==> config.mk <==
export PLATFORM = sky130hd
export DESIGN_NAME = phyreg_hs_master
export DESIGN_NICKNAME = d
export VERILOG_FILES = /design/src/rtl/phyreg_pkg.sv /design/src/rtl/phyreg_sync.sv /design/src/rtl/phyreg_ack_poll.sv /design/src/rtl/phyreg_seq.sv /design/src/rtl/phyreg_hs_master.sv
export SDC_FILE = /design/constraint.sdc
export NUM_CORES = 1
export LEC_CHECK = 0
export BUFFER_PORTS_ARGS = -buffer_cell sky130_fd_sc_hd__buf_2
export CAP_MARGIN = 20
export CORE_AREA = 2 2 98 119
export CTS_BUF_LIST = sky130_fd_sc_hd__clkbuf_8 sky130_fd_sc_hd__clkbuf_16
export CTS_CLUSTER_DIAMETER = 200
export DETAILED_ROUTE_END_ITERATION = 8
export DIE_AREA = 0 0 100 121
export GPL_ROUTABILITY_DRIVEN = 0
export GPL_TIMING_DRIVEN = 0
export PLACE_DENSITY = 0.74
export SYNTH_ARGS = -nofsm -noshare
export SYNTH_HDL_FRONTEND = slang
export SYNTH_HIERARCHICAL = 1
export SYNTH_SLANG_ARGS = --single-unit
export TNS_END_PERCENT = 20
==> constraint.sdc <==
create_clock -name clk -period 1.55 [get_ports clk]
set_input_delay 0.155 -clock clk [delete_from_list [all_inputs] [get_ports clk]]
set_output_delay 0.155 -clock clk [all_outputs]
set_load 0.05 [all_outputs]
==> src/rtl/phyreg_pkg.sv <==
package phyreg_pkg;
  localparam int VAL_W       = 16;
  localparam int CTRL_W      = 20;
  localparam int STAT_W      = 17;
  localparam int CAP_ADR_BIT = 16;
  localparam int CAP_DAT_BIT = 17;
  localparam int WR_BIT      = 18;
  localparam int RD_BIT      = 19;
  localparam int ACK_BIT     = 16;

  typedef enum logic [3:0] {
    ST_IDLE,
    ST_A_SET, ST_A_CAP, ST_A_REL,
    ST_D_SET, ST_D_CAP, ST_D_REL,
    ST_W_STB, ST_W_REL,
    ST_R_STB, ST_R_REL
  } step_e;

  function automatic logic [CTRL_W-1:0] mk_word(input logic [VAL_W-1:0] v,
                                                input logic ca, input logic cd,
                                                input logic wr, input logic rd);
    logic [CTRL_W-1:0] w;
    w = '0;
    w[VAL_W-1:0]  = v;
    w[CAP_ADR_BIT] = ca;
    w[CAP_DAT_BIT] = cd;
    w[WR_BIT]      = wr;
    w[RD_BIT]      = rd;
    return w;
  endfunction
endpackage

==> src/rtl/phyreg_sync.sv <==
module phyreg_sync #(
  parameter int W      = 17,
  parameter int STAGES = 2
) (
  input  logic         clk,
  input  logic         rst,
  input  logic [W-1:0] din,
  output logic [W-1:0] dout
);
  logic [W-1:0] chain [STAGES];

  generate
    for (genvar s = 0; s < STAGES; s++) begin : g_stage
      if (s == 0) begin : g_first
        always_ff @(posedge clk) begin
          if (rst) chain[s] <= '0;
          else     chain[s] <= din;
        end
      end else begin : g_next
        always_ff @(posedge clk) begin
          if (rst) chain[s] <= '0;
          else     chain[s] <= chain[s-1];
        end
      end
    end
  endgenerate

  assign dout = chain[STAGES-1];
endmodule

==> src/rtl/phyreg_ack_poll.sv <==
module phyreg_ack_poll #(
  parameter int POLL_INTERVAL = 4,
  parameter int MAX_POLLS     = 10
) (
  input  logic clk,
  input  logic rst,
  input  logic start,
  input  logic expect_lvl,
  input  logic ack,
  output logic hit,
  output logic tmo
);
  localparam int TW = (POLL_INTERVAL > 1) ? $clog2(POLL_INTERVAL) : 1;
  localparam int PW = (MAX_POLLS > 1) ? $clog2(MAX_POLLS) : 1;
  localparam logic [TW-1:0] TICK_LAST = TW'(POLL_INTERVAL - 1);
  localparam logic [PW-1:0] POLL_LAST = PW'(MAX_POLLS - 1);

  logic          active;
  logic          exp_q;
  logic [TW-1:0] tick_q;
  logic [PW-1:0] polls_q;

  always_ff @(posedge clk) begin
    if (rst) begin
      active  <= 1'b0;
      exp_q   <= 1'b0;
      tick_q  <= '0;
      polls_q <= '0;
      hit     <= 1'b0;
      tmo     <= 1'b0;
    end else begin
      hit <= 1'b0;
      tmo <= 1'b0;
      if (start) begin
        active  <= 1'b1;
        exp_q   <= expect_lvl;
        tick_q  <= '0;
        polls_q <= '0;
      end else if (active) begin
        if (tick_q == TICK_LAST) begin
          tick_q <= '0;
          if (ack == exp_q) begin
            hit    <= 1'b1;
            active <= 1'b0;
          end else if (polls_q == POLL_LAST) begin
            tmo    <= 1'b1;
            active <= 1'b0;
          end else begin
            polls_q <= polls_q + 1'b1;
          end
        end else begin
          tick_q <= tick_q + 1'b1;
        end
      end
    end
  end


  poll_bound_chk: assert property (@(posedge clk) disable iff (rst)
    polls_q <= POLL_LAST);


  tmo_after_last_poll_chk: assert property (@(posedge clk) disable iff (rst)
    tmo |-> $past(polls_q) == POLL_LAST);


  hit_tmo_excl_chk: assert property (@(posedge clk) disable iff (rst)
    !(hit && tmo));
endmodule

==> src/rtl/phyreg_seq.sv <==
module phyreg_seq
  import phyreg_pkg::*;
(
  input  logic              clk,
  input  logic              rst,
  input  logic              req_valid,
  output logic              req_ready,
  input  logic              req_write,
  input  logic [VAL_W-1:0]  req_addr,
  input  logic [VAL_W-1:0]  req_wdata,
  input  logic [VAL_W-1:0]  stat_data,
  input  logic              poll_hit,
  input  logic              poll_tmo,
  output logic              poll_start,
  output logic              poll_expect,
  output logic [CTRL_W-1:0] ctrl_word,
  output logic              rsp_done,
  output logic              rsp_error,
  output logic [VAL_W-1:0]  rsp_rdata
);
  step_e            state_q;
  logic             wr_q;
  logic [VAL_W-1:0] addr_q;
  logic [VAL_W-1:0] data_q;
  logic [VAL_W-1:0] rd_tmp_q;
  logic             waiting;

  assign req_ready = (state_q == ST_IDLE);
  assign waiting   = (state_q != ST_IDLE) && (state_q != ST_A_SET) &&
                     (state_q != ST_D_SET);

  always_ff @(posedge clk) begin
    if (rst) begin
      state_q     <= ST_IDLE;
      wr_q        <= 1'b0;
      addr_q      <= '0;
      data_q      <= '0;
      rd_tmp_q    <= '0;
      ctrl_word   <= '0;
      poll_start  <= 1'b0;
      poll_expect <= 1'b0;
      rsp_done    <= 1'b0;
      rsp_error   <= 1'b0;
      rsp_rdata   <= '0;
    end else begin
      poll_start <= 1'b0;
      rsp_done   <= 1'b0;
      rsp_error  <= 1'b0;
      if (poll_tmo && waiting) begin
        ctrl_word <= '0;
        rsp_done  <= 1'b1;
        rsp_error <= 1'b1;
        state_q   <= ST_IDLE;
      end else begin
        unique case (state_q)
          ST_IDLE: if (req_valid) begin
            wr_q      <= req_write;
            addr_q    <= req_addr;
            data_q    <= req_wdata;
            ctrl_word <= mk_word(req_addr, 1'b0, 1'b0, 1'b0, 1'b0);
            state_q   <= ST_A_SET;
          end
          ST_A_SET: begin
            ctrl_word   <= mk_word(addr_q, 1'b1, 1'b0, 1'b0, 1'b0);
            poll_start  <= 1'b1;
            poll_expect <= 1'b1;
            state_q     <= ST_A_CAP;
          end
          ST_A_CAP: if (poll_hit) begin
            ctrl_word   <= mk_word(addr_q, 1'b0, 1'b0, 1'b0, 1'b0);
            poll_start  <= 1'b1;
            poll_expect <= 1'b0;
            state_q     <= ST_A_REL;
          end
          ST_A_REL: if (poll_hit) begin
            if (wr_q) begin
              ctrl_word <= mk_word(data_q, 1'b0, 1'b0, 1'b0, 1'b0);
              state_q   <= ST_D_SET;
            end else begin
              ctrl_word   <= mk_word('0, 1'b0, 1'b0, 1'b0, 1'b1);
              poll_start  <= 1'b1;
              poll_expect <= 1'b1;
              state_q     <= ST_R_STB;
            end
          end
          ST_D_SET: begin
            ctrl_word   <= mk_word(data_q, 1'b0, 1'b1, 1'b0, 1'b0);
            poll_start  <= 1'b1;
            poll_expect <= 1'b1;
            state_q     <= ST_D_CAP;
          end
          ST_D_CAP: if (poll_hit) begin
            ctrl_word   <= mk_word(data_q, 1'b0, 1'b0, 1'b0, 1'b0);
            poll_start  <= 1'b1;
            poll_expect <= 1'b0;
            state_q     <= ST_D_REL;
          end
          ST_D_REL: if (poll_hit) begin
            ctrl_word   <= mk_word('0, 1'b0, 1'b0, 1'b1, 1'b0);
            poll_start  <= 1'b1;
            poll_expect <= 1'b1;
            state_q     <= ST_W_STB;
          end
          ST_W_STB: if (poll_hit) begin
            ctrl_word   <= mk_word(data_q, 1'b0, 1'b0, 1'b0, 1'b0);
            poll_start  <= 1'b1;
            poll_expect <= 1'b0;
            state_q     <= ST_W_REL;
          end
          ST_W_REL: if (poll_hit) begin
            rsp_done <= 1'b1;
            state_q  <= ST_IDLE;
          end
          ST_R_STB: if (poll_hit) begin
            rd_tmp_q    <= stat_data;
            ctrl_word   <= '0;
            poll_start  <= 1'b1;
            poll_expect <= 1'b0;
            state_q     <= ST_R_REL;
          end
          ST_R_REL: if (poll_hit) begin
            rsp_done  <= 1'b1;
            rsp_rdata <= rd_tmp_q;
            state_q   <= ST_IDLE;
          end
          default: state_q <= ST_IDLE;
        endcase
      end
    end
  end


  one_strobe_chk: assert property (@(posedge clk) disable iff (rst)
    $onehot0(ctrl_word[RD_BIT:CAP_ADR_BIT]));


  ctrl_hold_chk: assert property (@(posedge clk) disable iff (rst)
    (waiting && !poll_hit && !poll_tmo) |=> $stable(ctrl_word));


  err_zero_word_chk: assert property (@(posedge clk) disable iff (rst)
    rsp_error |-> (rsp_done && ctrl_word == '0 && req_ready));


  done_pulse_chk: assert property (@(posedge clk) disable iff (rst)
    rsp_done |=> !rsp_done);


  busy_after_accept_chk: assert property (@(posedge clk) disable iff (rst)
    (req_valid && req_ready) |=> !req_ready);


  reset_state_chk: assert property (@(posedge clk)
    rst |=> (ctrl_word == '0 && req_ready && !rsp_done));
endmodule

==> src/rtl/phyreg_hs_master.sv <==
module phyreg_hs_master #(
  parameter int POLL_INTERVAL = 4,
  parameter int MAX_POLLS     = 10,
  parameter int SYNC_STAGES   = 2
) (
  input  logic        clk,
  input  logic        rst,
  input  logic        req_valid,
  output logic        req_ready,
  input  logic        req_write,
  input  logic [15:0] req_addr,
  input  logic [15:0] req_wdata,
  output logic [19:0] ctrl_word,
  input  logic [16:0] stat_word,
  output logic        rsp_done,
  output logic        rsp_error,
  output logic [15:0] rsp_rdata
);
  import phyreg_pkg::*;

  logic [STAT_W-1:0] stat_sync;
  logic              poll_start;
  logic              poll_expect;
  logic              poll_hit;
  logic              poll_tmo;

  phyreg_sync #(.W(STAT_W), .STAGES(SYNC_STAGES)) sync_i (
    .clk  (clk),
    .rst  (rst),
    .din  (stat_word),
    .dout (stat_sync)
  );

  phyreg_ack_poll #(.POLL_INTERVAL(POLL_INTERVAL), .MAX_POLLS(MAX_POLLS)) poll_i (
    .clk        (clk),
    .rst        (rst),
    .start      (poll_start),
    .expect_lvl (poll_expect),
    .ack        (stat_sync[ACK_BIT]),
    .hit        (poll_hit),
    .tmo        (poll_tmo)
  );

  phyreg_seq seq_i (
    .clk         (clk),
    .rst         (rst),
    .req_valid   (req_valid),
    .req_ready   (req_ready),
    .req_write   (req_write),
    .req_addr    (req_addr),
    .req_wdata   (req_wdata),
    .stat_data   (stat_sync[VAL_W-1:0]),
    .poll_hit    (poll_hit),
    .poll_tmo    (poll_tmo),
    .poll_start  (poll_start),
    .poll_expect (poll_expect),
    .ctrl_word   (ctrl_word),
    .rsp_done    (rsp_done),
    .rsp_error   (rsp_error),
    .rsp_rdata   (rsp_rdata)
  );
endmodule

* Yosys cells after proc, flatten, opt, wreduce, memory -nomap -nowiden
Memory sizes are Yosys's and may differ from the RTL's. Cells that the tools add are included. W data, S select, Z words.
Word-level totals: RAM bits 34, bits in latches 0, memories kept 1, output and inout bits 39, input port bits 53, register bits after elaboration 103, logic and storage cells 119, memory bits (read-only) 0
Memories:
- sync_i.chain | depth 2, bits a word 17, rd ports 2, clocked after memory_dff 0, write ports 2, RTL line phyreg_sync.sv:10 | logic [W-1:0] chain [STAGES];
Cells by class: reductions and logical operators 23, div/mod/pow operators 0, mux-type cells 43, bitwise operators 7, shifts and indexed selects 0, multipliers 0, order comparisons 0, equality and inequality tests 26, $add $sub $neg 2
Operators by type and width (count):
- $pmux W20 S8 | 1
- $mux W20 | 7
- $pmux W4 S10 | 1
- $mux W4 | 9
- $mux W17 | 2
- $mux W1 | 20
- $eq A4 B3 Y1 const B | 4
- $eq A4 B4 Y1 const B | 4
- $ne A2 B2 Y1 const B | 8
- $reduce_or A2 Y1 | 5
- $reduce_or A5 Y1 | 2
- $reduce_and A3 Y1 | 3
- $eq A4 B2 Y1 const B | 2
- $reduce_and A8 Y1 | 1
- $reduce_bool A4 Y1 | 2
- $reduce_bool A8 Y1 | 1
- $reduce_or A4 Y1 | 2
- $reduce_and A7 Y1 | 1
- $ne A2 B1 Y1 const B | 3
- $reduce_and A6 Y1 | 1
- $not A1 Y1 | 5
- $add A4 B1 Y4 const B | 1
- $eq A4 B1 Y1 const B | 1
- $logic_not A4 Y1 | 1
- other kinds (11) | 14

* Depth between registers and ports, before layout
depth after elaboration 6, depth in mapped cells 8, mapped depth without buffers 5

* Modules after synthesis
Netlist, hierarchy kept.
By module, submodules not included:
- phyreg_seq | area each 3966.3 µm², times used 1, cells an instance 484
- phyreg_sync | area each 937.1 µm², times used 1, cells an instance 71
- phyreg_ack_poll | area each 484.2 µm², times used 1, cells an instance 51

* Worst setup path after synthesis
No wires, ideal clock.
path kind flip-flop to flip-flop, from register seq_i.state_q[3], to register seq_i.addr_q[10], stages on the path, launching flop included 6, buffers on the path 1, slack -0.760 ns, clock period less this slack 2.310 ns, setup time 0.132 ns, arrival 2.178 ns, cell sequence dfxtp_1 nor4_2 nand2_1 clkbuf_1 nand2_1 a21oi_1
RTL lines:
- start, declared | RTL line phyreg_seq.sv:21 | step_e state_q;
- start signal, assigned | RTL line phyreg_seq.sv:34 | state_q <= ST_IDLE;
- start signal, assigned | RTL line phyreg_seq.sv:53 | state_q <= ST_IDLE;
- start signal, assigned | RTL line phyreg_seq.sv:61 | state_q <= ST_A_SET;
- $logic_not A4 Y1
- named net req_ready | RTL line phyreg_hs_master.sv:9 | output logic req_ready,
- $reduce_and A3 Y1 (no source line)
- end signal, assigned | RTL line phyreg_seq.sv:58 | addr_q <= req_addr;
- end, declared | RTL line phyreg_seq.sv:23 | logic [VAL_W-1:0] addr_q;
The timed path passes the listed nets, and every way through them passes these cells. A chain may end at the register's enable or synchronous reset.

* Worst setup path after layout
from register seq_i.state_q[2], to register seq_i.ctrl_word[19]
Between the ends: word-level cells in the longest chain between the ends 5
Ends and longest elaborated chain:
- branches (longest 5 deep; another with $reduce_bool A8 Y1)
- end signal, assigned | RTL line phyreg_seq.sv:60 | ctrl_word <= mk_word(req_addr, 1'b0, 1'b0, 1'b0, 1'b0);
- end signal, assigned | RTL line phyreg_seq.sv:64 | ctrl_word <= mk_word(addr_q, 1'b1, 1'b0, 1'b0, 1'b0);
- end signal, assigned | RTL line phyreg_seq.sv:70 | ctrl_word <= mk_word(addr_q, 1'b0, 1'b0, 1'b0, 1'b0);
- end, declared | RTL line phyreg_seq.sv:16 | output logic [CTRL_W-1:0] ctrl_word,
Several ways; the timed one is not identified.

==> metrics.yaml <==
grt:
  antenna_found_initial: 0
  grt_max_degree: 17
  grtUsageTotal_pct: 23.0
  grt_pass1_wl_um: 21800
  first_global_vias: 4737
  grt_overflow_total: 0
sta:
  skew_ns: 0.00644
  period_share_pct: 112
  report.final.slew_viol_count: 0
  grt_setup_unrepaired: "true"
  worst_slew_pin_slew_ns: 0.559
  period_needed_ns: 1.74
  setup_tns_ns: -4.60
  clock.fmax_ghz: 0.576
  relSlewSlack_pct: 62.7
  setup_viol: 57
  setup_ws_ns: -0.186
  finalHoldViolCount: 0
drt:
  m1WireLength_um: 5610
  wl_per_cell_um: 15.6
  dr_wl_met3_um: 1040
  met2_length_um: 7250
  vias_per_cell: 5.47
  drc_errors: 0
  drtAntennaViolNets: 0
  routed.top_layer: "met4"
  drtIter0Drc: 289
  drt_first_pass_iters: 7
  vias: 4997
  wirelength_um: 14300
run:
  cap_violations: 0
synth:
  synth_common_cells: "137 x dfxtp_1, 108 x nand2_1, 67 x nor2_1, 56 x a21oi_1, 36 x nor2b_1"
  syn-num-nets: 662
  synth_area_um2: 5390
  seq_area_frac_synth_pct: 50.9
  async_flop_share_pct: 0
  yosysWarnings: 6
  ys.flop_type: "dfxtp_1"
  synth.largest_area_cell: "dfxtp_1"
  post_synth_num_cell_types: 56
  synth.most_common_cell: "dfxtp_1"
  synth.ff_latch_count: 137
  synth-edff-count: 0
  netlist_top_cells_area: "dfxtp_1 51%, nand2_1 7.5%, a21oi_1 5.2%"
  synth.avg_cell_area_um2: 8.89
  synthCells: 606
  synth_top_area_share_pct: 50.9
critical_path:
  end_kind: "flip-flop"
  reg2reg_depth: 8
  cp-start-kind: "flip-flop"
  r2r_start: "seq_i/state_q[2]"
  crit_buf_inv: 3
  crit_chain: "buf_6, nor2_2, o31a_1, o211ai_4, buf_12, buf_6, mux2_4, nor2_1"
  arrival_ns: 2.09
  worst_r2r_endpoint: "seq_i/ctrl_word[19]"
  slowest_stage: "dfxtp_4"
  critPathMaxFanout: 6
  r2r_slack_ns: -0.19
  cp_top_family: "compound AO/OA/AOI/OAI gates"
  worstPathRequired_ns: 1.90
  setup.worst_path.class: "reg -> reg"
  cpMostUsedCell: "buf_6"
  max_stage_delay_ns: 0.35
clocking:
  cts_sinks: 137
  clock_latency_ns: 0.41
  h-tree-depth: 4
  cts-root-buf: "clkbuf_16"
  clock_path_buffers: 2
  clk_pin_slew_worst_paths_ns: 0.06
  cts_tree: "built"
  cts_buffers: 17
status:
  status: "finished, violations left"
  failed_checks: "negative setup slack"
layout:
  nFillCells: 795
  multiInputGateArea_um2: 2660
  area_growth_pct: 40.8
  fin_util_pct: 69.4
  seqCellArea_um2: 2760
  drive_gt1_share_pct: 30.2
  instances_no_fill: 914
  n_antenna_cell: 0
  final_nets: 825
die:
  start_util_pct: 49.3
  die_x_um: 100
  placementRows: 42
  io_pins: 92
  core_um2: 10900
  dieArea_um2: 12100
  die_h_um: 121
placement:
  port_buffers: 91
  dpl.hpwl_um: 9190
  dp.cells: 829
worst_hold_path:
  whs_endpoint: "seq_i/addr_q[3]"
  hold_class: "in -> reg"
  min_path_cells: 3
  hold_path.startpoint: "req_addr[3]"
pwr:
  p_leak_nw: 3.23
  ir_worst_vdd_v: 0.000863
  p_per_area_nw_per_um2: 1720
-- final cells by class --
type / instances / area share [%]
clock inverters: 15 / 2.33
repair buffers: 146 / 13.2
inverters: 8 / 0.429
plain buffers: 45 / 4.85
multi-input cells: 414 / 35.0
well taps: 132 / 2.18
clock buffers: 17 / 5.61
flip-flops and latches: 137 / 36.3
-- what timing repair did --
item | in CTS | in global routing
gates resized for setup | 55 | 74
setup buffers | 11 | 6
hold buffers | 37 | 0
pin swaps | 11 | 20
gates cloned | 0 | 1
endpoints found under the hold margin | 37 | 0
setup endpoints to repair | 89 | 84
-- flip-flops by register name (all words and copies together), names as in the netlist, 2 cells and up --
register         cells
poll_i/polls_q       4
seq_i/rd_tmp_q      16
seq_i/ctrl_word     20
seq_i/data_q        16
seq_i/rsp_rdata     16
poll_i/tick_q        2
sync_i/chain        34
seq_i/state_q        4
seq_i/addr_q        16
-- kinds of logic (layout without fill, tap and decap cells) --
group           Yosys count  in the layout  synth area share (%)
compound gates          133            133                  17.1
flops                   137            137                  50.9
fa+ha+maj                 3              3                 0.697
buf+inv                  55            231                  4.74
mux                      23             23                  4.32
simple gates            252            252                  21.8
xor+xnor                  3              3                 0.488
-- per-stage QoR --
step / setup slack, ns / total power, W / hold slack (ns) / cell area [um^2]
3_3_place_gp: -0.438 / 0.00800 / 0.365 / 6050
2_1_floorplan: -0.315 / 0.00723 / 0.283 / 5430
5_1_grt: -0.239 / 0.0136 / 0.00693 / 7580
6_report: -0.186 / 0.0130 / 0.0134 / 7580
3_5_place_dp: -0.501 / 0.00812 / 0.368 / 6050
4_1_cts: -0.164 / 0.0127 / 0.000164 / 7300
-- cell usage in the layout (no fill, tap or decap), drive strengths merged, types with 2 or more instances in the layout --
| master | count |
|---|---|
| xor2 | 2 |
| mux2i | 21 |
| bufinv | 3 |
| nor2b | 36 |
| nand2b | 7 |
| buf | 134 |
| clkinv | 7 |
| a32oi | 16 |
| a21boi | 2 |
| clkinvlp | 2 |
| nand2 | 108 |
| dlygate4sd3 | 37 |
| nor3b | 2 |
| mux2 | 2 |
| and2b | 4 |
| clkbuf | 37 |
| a221oi | 17 |
| nand4 | 3 |
| a2111oi | 3 |
| a211oi | 16 |
| dfxtp | 137 |
| nand3 | 6 |
| o22ai | 2 |
| or4 | 2 |
| ha | 3 |
| o31ai | 2 |
| a31oi | 2 |
| and2 | 3 |
| and3b | 2 |
| o21ai | 7 |
| nor3 | 6 |
| inv | 11 |
| a21oi | 56 |
| nor2 | 67 |
-- worst max-delay path by stage --
stage | start | end | slack (ns) | cells past startpoint
after global placement | seq_i/state_q[1] | seq_i/state_q[2] | -0.44 | 6
after global routing | seq_i/state_q[2] | seq_i/state_q[3] | -0.24 | 6
after CTS | seq_i/state_q[2] | seq_i/ctrl_word[19] | -0.16 | 8
after floorplan | seq_i/state_q[2] | seq_i/data_q[10] | -0.31 | 7
final | seq_i/state_q[2] | seq_i/ctrl_word[19] | -0.19 | 8
after detailed placement | seq_i/state_q[1] | seq_i/state_q[2] | -0.50 | 6
-- worst reg2reg max path, delay by kind of cell (launching register included) --
kind | cells | cell delay, ns
simple gates | 2 | 0.12
flops | 1 | 0.35
buf+inv | 3 | 0.38
compound gates | 2 | 0.54
mux | 1 | 0.28
-- report_power, final --
| part | internal, W | leakage, nW | switching, W |
|---|---|---|---|
| Combinational | 0.00177 | 1.81 | 0.00292 |
| Clock | 0.00253 | 0.295 | 0.00150 |
| Sequential | 0.00402 | 1.12 | 0.000300 |
| Total | 0.00832 | 3.23 | 0.00472 |
-- routing by layer --
layer / vias up / track usage (%)
met5: - / 0
li1: 2424 / -
met1: 2305 / 25.9
met2: 234 / 40.1
met3: 34 / 6.45
met4: 0 / 10.4
Power figures use the tool's default switching activity.
